[config.mk]
export PLATFORM = sky130hd
export DESIGN_NAME = srec_loader
export DESIGN_NICKNAME = d
export VERILOG_FILES = /design/src/rtl/srec_pkg.sv /design/src/rtl/srec_char_decode.sv /design/src/rtl/srec_type_map.sv /design/src/rtl/srec_loader.sv
export SDC_FILE = /design/constraint.sdc
export NUM_CORES = 1
export LEC_CHECK = 0
export BUFFER_PORTS_ARGS = -buffer_cell sky130_fd_sc_hd__buf_2
export CORE_MARGIN = 1
export CORE_UTILIZATION = 60
export CTS_CLUSTER_SIZE = 40
export DETAILED_ROUTE_END_ITERATION = 10
export PLACE_DENSITY = 0.81
export SLEW_MARGIN = 5
export SYNTH_ARGS = -nofsm -noshare
export SYNTH_HDL_FRONTEND = slang
export SYNTH_SLANG_ARGS = --single-unit
[constraint.sdc]
create_clock -name clk -period 5.8 [get_ports clk]
set_input_delay 1.74 -clock clk [delete_from_list [all_inputs] [get_ports clk]]
set_output_delay 1.74 -clock clk [all_outputs]
set_load 0.02 [all_outputs]
[src/rtl/srec_pkg.sv]
`timescale 1ns/1ps
package srec_pkg;
    typedef enum logic [2:0] {
        P_IDLE = 3'd0,
        P_TYPE = 3'd1,
        P_CNT  = 3'd2,
        P_ADDR = 3'd3,
        P_DATA = 3'd4,
        P_CSUM = 3'd5,
        P_SKIP = 3'd6,
        P_DONE = 3'd7
    } phase_e;

    localparam int unsigned CHAR_W = 8;
    localparam int unsigned NIB_W  = 4;
endpackage

[src/rtl/srec_char_decode.sv]
`timescale 1ns/1ps
module srec_char_decode
    import srec_pkg::*;
(
    input  logic [CHAR_W-1:0] ch,
    output logic              is_hex,
    output logic [NIB_W-1:0]  nib,
    output logic              is_dig,
    output logic [NIB_W-1:0]  dig,
    output logic              is_eol,
    output logic              is_start
);
    always_comb begin
        is_hex   = 1'b0;
        nib      = '0;
        is_dig   = (ch >= 8'h30) && (ch <= 8'h39);
        dig      = ch[NIB_W-1:0];
        is_eol   = (ch == 8'h0D) || (ch == 8'h0A);
        is_start = (ch == 8'h53);
        if (is_dig) begin
            is_hex = 1'b1;
            nib    = ch[NIB_W-1:0];
        end else if ((ch >= 8'h41 && ch <= 8'h46) || (ch >= 8'h61 && ch <= 8'h66)) begin
            is_hex = 1'b1;
            nib    = ch[NIB_W-1:0] + 4'd9;
        end
    end
endmodule

[src/rtl/srec_type_map.sv]
`timescale 1ns/1ps
module srec_type_map
    import srec_pkg::*;
#(
    parameter int unsigned ALEN_W = 3
) (
    input  logic [NIB_W-1:0]  rtype,
    output logic              legal,
    output logic [ALEN_W-1:0] alen,
    output logic              loads,
    output logic              term
);
    always_comb begin
        legal = 1'b1;
        case (rtype)
            4'd0, 4'd1, 4'd5, 4'd9: alen = ALEN_W'(2);
            4'd2, 4'd6, 4'd8:       alen = ALEN_W'(3);
            4'd3, 4'd7:             alen = ALEN_W'(4);
            default: begin
                alen  = ALEN_W'(2);
                legal = 1'b0;
            end
        endcase
        loads = (rtype >= 4'd1) && (rtype <= 4'd3);
        term  = (rtype >= 4'd7) && (rtype <= 4'd9);
    end
endmodule

[src/rtl/srec_loader.sv]
`timescale 1ns/1ps
module srec_loader
    import srec_pkg::*;
#(
    parameter int unsigned ADDR_W = 32
) (
    input  logic              clk,
    input  logic              rst_n,
    input  logic              in_valid,
    input  logic [7:0]        in_char,
    output logic              wr_valid,
    output logic [ADDR_W-1:0] wr_addr,
    output logic [7:0]        wr_data,
    output logic              fmt_err,
    output logic              csum_err,
    output logic              done,
    output logic [ADDR_W-1:0] entry_addr
);
    localparam int unsigned BYTE_W = 2 * NIB_W;
    localparam int unsigned ALEN_W = 3;

    typedef struct packed {
        phase_e             ph;
        logic [NIB_W-1:0]   rtype;
        logic [ALEN_W-1:0]  alen;
        logic [ALEN_W-1:0]  aleft;
        logic [BYTE_W-1:0]  rem;
        logic [ADDR_W-1:0]  addr;
        logic [BYTE_W-1:0]  sum;
        logic [NIB_W-1:0]   hi;
        logic               half;
        logic               wr_v;
        logic [ADDR_W-1:0]  wr_a;
        logic [BYTE_W-1:0]  wr_d;
        logic               ferr;
        logic               cerr;
        logic               done;
        logic [ADDR_W-1:0]  entry;
    } st_t;

    st_t s_d, s_q;

    logic              cd_hex, cd_dig, cd_eol, cd_start;
    logic [NIB_W-1:0]  cd_nib, cd_dig_v;
    logic [NIB_W-1:0]  tm_t;
    logic              tm_legal, tm_loads, tm_term;
    logic [ALEN_W-1:0] tm_alen;
    logic [BYTE_W-1:0] byte_v, sum_n, rem_n;

    srec_char_decode i_dec (
        .ch       (in_char),
        .is_hex   (cd_hex),
        .nib      (cd_nib),
        .is_dig   (cd_dig),
        .dig      (cd_dig_v),
        .is_eol   (cd_eol),
        .is_start (cd_start)
    );

    assign tm_t = (s_q.ph == P_TYPE) ? cd_dig_v : s_q.rtype;

    srec_type_map #(.ALEN_W(ALEN_W)) i_map (
        .rtype (tm_t),
        .legal (tm_legal),
        .alen  (tm_alen),
        .loads (tm_loads),
        .term  (tm_term)
    );

    always_comb begin
        s_d      = s_q;
        s_d.wr_v = 1'b0;
        byte_v   = {s_q.hi, cd_nib};
        sum_n    = s_q.sum + byte_v;
        rem_n    = s_q.rem - BYTE_W'(1);
        if (in_valid) begin
            case (s_q.ph)
                P_DONE: ;
                P_SKIP: begin
                    if (cd_eol) s_d.ph = P_IDLE;
                end
                P_IDLE: begin
                    if (cd_start) begin
                        s_d.ph   = P_TYPE;
                        s_d.cerr = 1'b0;
                    end else if (!cd_eol) begin
                        s_d.ferr = 1'b1;
                        s_d.ph   = P_SKIP;
                    end
                end
                P_TYPE: begin
                    if (cd_dig && tm_legal) begin
                        s_d.rtype = cd_dig_v;
                        s_d.alen  = tm_alen;
                        s_d.half  = 1'b0;
                        s_d.addr  = '0;
                        s_d.ph    = P_CNT;
                    end else begin
                        s_d.ferr = 1'b1;
                        s_d.ph   = cd_eol ? P_IDLE : P_SKIP;
                    end
                end
                default: begin
                    if (!cd_hex) begin
                        s_d.ferr = 1'b1;
                        s_d.ph   = cd_eol ? P_IDLE : P_SKIP;
                    end else if (!s_q.half) begin
                        s_d.hi   = cd_nib;
                        s_d.half = 1'b1;
                    end else begin
                        s_d.half = 1'b0;
                        case (s_q.ph)
                            P_CNT: begin
                                s_d.rem   = byte_v;
                                s_d.sum   = byte_v;
                                s_d.aleft = s_q.alen;
                                if (byte_v < (BYTE_W'(s_q.alen) + BYTE_W'(1))) begin
                                    s_d.ferr = 1'b1;
                                    s_d.ph   = P_SKIP;
                                end else begin
                                    s_d.ph = P_ADDR;
                                end
                            end
                            P_ADDR: begin
                                s_d.addr  = {s_q.addr[ADDR_W-BYTE_W-1:0], byte_v};
                                s_d.sum   = sum_n;
                                s_d.rem   = rem_n;
                                s_d.aleft = s_q.aleft - ALEN_W'(1);
                                if (s_q.aleft == ALEN_W'(1))
                                    s_d.ph = (rem_n == BYTE_W'(1)) ? P_CSUM : P_DATA;
                            end
                            P_DATA: begin
                                if (tm_loads) begin
                                    s_d.wr_v = 1'b1;
                                    s_d.wr_a = s_q.addr;
                                    s_d.wr_d = byte_v;
                                    s_d.addr = s_q.addr + ADDR_W'(1);
                                end
                                s_d.sum = sum_n;
                                s_d.rem = rem_n;
                                if (rem_n == BYTE_W'(1)) s_d.ph = P_CSUM;
                            end
                            default: begin
                                s_d.ph = P_IDLE;
                                if (~s_q.sum != byte_v) begin
                                    s_d.cerr = 1'b1;
                                end else if (tm_term) begin
                                    s_d.done  = 1'b1;
                                    s_d.entry = s_q.addr;
                                    s_d.ph    = P_DONE;
                                end
                            end
                        endcase
                    end
                end
            endcase
        end
    end

    always_ff @(posedge clk) begin
        if (!rst_n) s_q <= '0;
        else        s_q <= s_d;
    end

    assign wr_valid   = s_q.wr_v;
    assign wr_addr    = s_q.wr_a;
    assign wr_data    = s_q.wr_d;
    assign fmt_err    = s_q.ferr;
    assign csum_err   = s_q.cerr;
    assign done       = s_q.done;
    assign entry_addr = s_q.entry;


    wr_single_cycle_chk: assert property (@(posedge clk) disable iff (!rst_n)
        wr_valid |=> !wr_valid);

    wr_after_char_chk: assert property (@(posedge clk) disable iff (!rst_n)
        $rose(wr_valid) |-> $past(in_valid));

    done_hold_chk: assert property (@(posedge clk) disable iff (!rst_n)
        done |=> (done && $stable(entry_addr) && !wr_valid));

    fmt_sticky_chk: assert property (@(posedge clk) disable iff (!rst_n)
        fmt_err |=> fmt_err);

    idle_no_write_chk: assert property (@(posedge clk) disable iff (!rst_n)
        !in_valid |=> (!wr_valid && $stable(csum_err) && $stable(done)));

    csum_clear_chk: assert property (@(posedge clk) disable iff (!rst_n)
        $fell(csum_err) |-> $past(in_valid));
endmodule

==> metrics.md <==
| Metric | Value |
|---|---|
| Vias per Instance | `6.295` |
| Number of global-route vias before repair | `6,657` |
| Cell at the root of the clock tree | `sky130_fd_sc_hd__clkbuf_16` |
| Highest net fanout along the worst path | `33` |
| Slowest cell delay on critical path | `630 ps` |
| Number of CTS-inserted buffers | `17` |
| Count of boundary I/O pins | `87` |
| Area growth from synthesis to layout | `6.212%` |
| RePlAce Congestion | `0.9749` |
| Post-CTS Repair Setup Buffers | `0` |
| Data required time at the worst endpoint | `6080 ps` |
| CP top delay family | `simple AND/OR/NAND/NOR gates` |
| Number of failing hold endpoints at the final stage | `0` |
| Leak | `3.497 nW` |
| Critical path capture point type | `flop` |
| Number of iterations in the first detailed-routing pass | `5` |
| Wire length reported by the detailed router | `19.98 mm` |
| Number of distinct library cells after synthesis | `83` |
| Gate count of the mapped netlist | `983` |
| Register area share after synthesis | `34.68%` |
| Count of clock tree sinks | `142` |
| Number of antenna-violating nets in the routed design | `0` |
| Number of synthesized flops with an enable pin | `0` |
| CP Launch Point | `in_char[1]` |
| Max Clock Skew | `10.06 ps` |
| Final setup violation count | `0` |
| Fill cells | `1,092` |
| Overall via count from detail_route | `7,233` |
| Total DRC errors in the routed layout | `0` |
| Mean instance size in the synthesized netlist | `8.340 um^2` |
| Crit Reg-Reg Startpoint | `s_q[139]` |
| Core box area | `13,300 um^2` |
| Clock latency of the later-clocked register in the worst-skew pair | `430 ps` |
| CTS clk-pin slew, worst paths | `60 ps` |
| Critical path endpoint | `entry_addr[9]` |
| Number of violations reported at the end of detailed-routing iteration 0 | `641` |
| Hold_buf cts | `0` |
| Slew Limit Headroom | `23.50%` |
| Number of buffers between clock root and the deepest sink | `2` |
| Synthesized net count | `1,015` |
| Period utilisation layout | `89.01%` |
| Area enclosed by the die boundary | `14,130 um^2` |
| Setup Total Neg Slack | `0 ps` |
| Placement Rows | `42` |
| Number of antenna violations at the first check in global routing | `0` |
| Pin count of the biggest net entering global routing | `78` |
| Worst hold path class | `flop to flop` |
| Maximum capacitance violations | `0` |
| Kind of critical path | `input pin to flop` |
| Final routed wire length divided by cell count | `17.39 um` |
| DP HPWL | `13.11 mm` |
| Predominant post-synthesis flop cell | `sky130_fd_sc_hd__dfxtp_1` |
| Fraction of layout cells with a size suffix above 1 | `16.34%` |
| Time the worst path needs with I/O delays and setup | `5162 ps` |
| Series of cell instances along the critical path | `buf_2 > inv_1 > ha_1 > or3b_1 > o2111ai_1 > o21ai_1 > ha_1 > nand2_1 > or4_4 > a2111oi_4 > or4b_2 > buf_4 > mux2i_1 > nor2_1` |
| Final layout net count | `992` |
| CTS H-tree depth | `4` |
| Share of flip-flops with an asynchronous set or reset after synthesis | `0%` |
| Status | `finished, final reports clean` |
| Worst ir drop on vdd | `0.2358 mV` |
| Initial Utilization | `61.66%` |
| Critical Path Source Type | `input pin` |
| CP Data Arrival Time | `5440 ps` |
| Die width | `118.9 um` |
| Crit path buffers/inverters | `3` |
| Wire length of the first global-routing pass | `33.15 mm` |
| # resized after CTS | `0` |
| Unrepaired setup endpoints after global routing | `false` |
| Peak Freq | `0.1937 GHz` |
| Post-synth design cell area | `8198 um^2` |
| Ant. Diodes | `0` |
| Final Max Slew Viols | `0` |
| Worst flop-to-flop path endpoint | `s_q[89]` |
| Minimum hold slack | `457.5 ps` |
| Cell area power density | `251.3 nW/um^2` |
| Worst R2R Path Depth | `6` |
| Number of buffers inserted by port buffering | `86` |
| Clock tree from TritonCTS | `built` |
| Slowest stage cell, crit path | `sky130_fd_sc_hd__or4b_2` |
| Worst slew pin tran | `1148 ps` |
| Die Y-Extent | `118.9 um` |
| Internal reg-to-reg setup slack | `2280 ps` |
| Utilization after layout | `65.49%` |
| Total of flip-flops plus latches after synthesis | `142` |
| Cell seen most often among critical-path stages | `sky130_fd_sc_hd__ha_1` |
| CP Depth | `14` |
| Yosys warning total | `0` |
| Total overflow reported by the global router | `0` |
| Overall Global Routing Usage | `28.94%` |
==> stage by stage <==
stage / power (mW) / cell area, um^2 / cells / setup slack, ps
finish: 2.188 / 8707 / 1149 / 637.7
global route: 2.263 / 8707 / 1149 / 437.7
CTS: 2.191 / 8707 / 1149 / 679.4
detailed placement: 1.178 / 8157 / 1117 / 271.1
global placement: 1.175 / 8157 / 1117 / 360.2
floorplan: 1.138 / 8198 / 983 / 537.0
==> cells in the final DEF, fill, tap and decap left out, drive strengths merged, types with 17 or more instances in the layout <==
| cell | n |
|---|---|
| dfxtp | 142 |
| nor2 | 129 |
| buf | 103 |
| mux2i | 86 |
| nand2 | 71 |
| a21oi | 52 |
| inv | 38 |
| o21ai | 32 |
| nand3 | 30 |
| ha | 20 |
| nor3 | 20 |
| o22ai | 18 |
| a22oi | 17 |
| clkbuf | 17 |
==> worst min path at each step <==
stage / from / endpoint / slack [ps] / depth (start not counted)
after detailed placement: done / done / 450 / 2
after CTS: done / done / 460 / 2
after global placement: done / done / 440 / 2
after floorplan: s_q[83] / s_q[83] / 440 / 2
after global routing: done / done / 460 / 2
final: done / done / 460 / 2
==> final cells by class <==
class / count / area [um^2] / area share [%]
Sequential cell: 142 / 2843 / 32.65
Clock inverter: 15 / 125.1 / 1.437
Multi-Input combinational cell: 666 / 4422 / 50.78
Clock buffer: 17 / 425.4 / 4.886
Inverter: 30 / 113.9 / 1.308
Tap cell: 176 / 220.2 / 2.529
Timing Repair Buffer: 103 / 558.0 / 6.409
==> sequential cells by signal, summed over array words and instances, names as in the netlist <==
register	count
byte_v	4
csum_err	1
done	1
entry_addr	32
fmt_err	1
s_q	62
wr_addr	32
wr_data	8
wr_valid	1
==> worst register-to-register path, delay by kind of cell, from the launching register on <==
kind             cells  cell delay (ps)
AO/OA/AOI/OAI        2              760
AND/OR/NAND/NOR      4             1860
flip-flops           1              830
==> report_power, final <==
part | switching [mW] | total, mW | internal, mW
Clock | 0.467 | 1.03 | 0.560
Sequential | 0.0190 | 0.998 | 0.979
Combinational | 0.112 | 0.164 | 0.0517
Total | 0.598 | 2.19 | 1.59
==> Yosys cell counts (6+ instances only) <==
cell type / number / area (um^2)
sky130_fd_sc_hd__a22oi_1: 17 / 127.6
sky130_fd_sc_hd__buf_4: 74 / 555.5
sky130_fd_sc_hd__nand4_1: 9 / 56.30
sky130_fd_sc_hd__ha_1: 20 / 250.2
sky130_fd_sc_hd__o21ai_0: 23 / 115.1
sky130_fd_sc_hd__a211oi_1: 9 / 67.56
sky130_fd_sc_hd__o21ai_1: 9 / 45.04
sky130_fd_sc_hd__nor3_1: 19 / 95.09
sky130_fd_sc_hd__a21oi_1: 52 / 260.3
sky130_fd_sc_hd__a311oi_1: 7 / 61.31
sky130_fd_sc_hd__nand3_1: 29 / 145.1
sky130_fd_sc_hd__nand2b_1: 7 / 43.79
sky130_fd_sc_hd__or3_1: 6 / 37.54
sky130_fd_sc_hd__mux2i_1: 86 / 860.8
sky130_fd_sc_hd__buf_2: 12 / 60.06
sky130_fd_sc_hd__nand2_1: 71 / 266.5
sky130_fd_sc_hd__clkbuf_1: 55 / 206.5
sky130_fd_sc_hd__xnor2_1: 7 / 61.31
sky130_fd_sc_hd__nor4_1: 11 / 68.82
sky130_fd_sc_hd__o41ai_1: 6 / 52.55
sky130_fd_sc_hd__nor2_1: 129 / 484.2
sky130_fd_sc_hd__inv_1: 29 / 108.9
sky130_fd_sc_hd__a31oi_1: 8 / 50.05
sky130_fd_sc_hd__o22ai_1: 18 / 112.6
sky130_fd_sc_hd__dfxtp_1: 142 / 2843
==> routing by layer <==
metal	GRT usage [%]	wire [um]	share of wire (%)	up-vias
met5	0	0	0	-
met4	12.34	547	2.7	0
met3	5.125	1260	6.3	61
met2	47.73	9534	48	294
met1	37.16	8640	43	3454
li1	-	-	-	3424
==> cells by family (layout without fill, tap and decap cells) <==
logic type | count (synthesis) | count (layout) | share of synthesized area, %
simple gates | 330 | 330 | 19.73
compound gates | 218 | 218 | 18.73
xor+xnor | 10 | 10 | 1.068
buf+inv | 175 | 165 | 11.86
fa+ha+maj | 21 | 21 | 3.297
flops | 142 | 142 | 34.68
mux | 87 | 87 | 10.64
No activity file was read; power rests on OpenSTA's default activity.
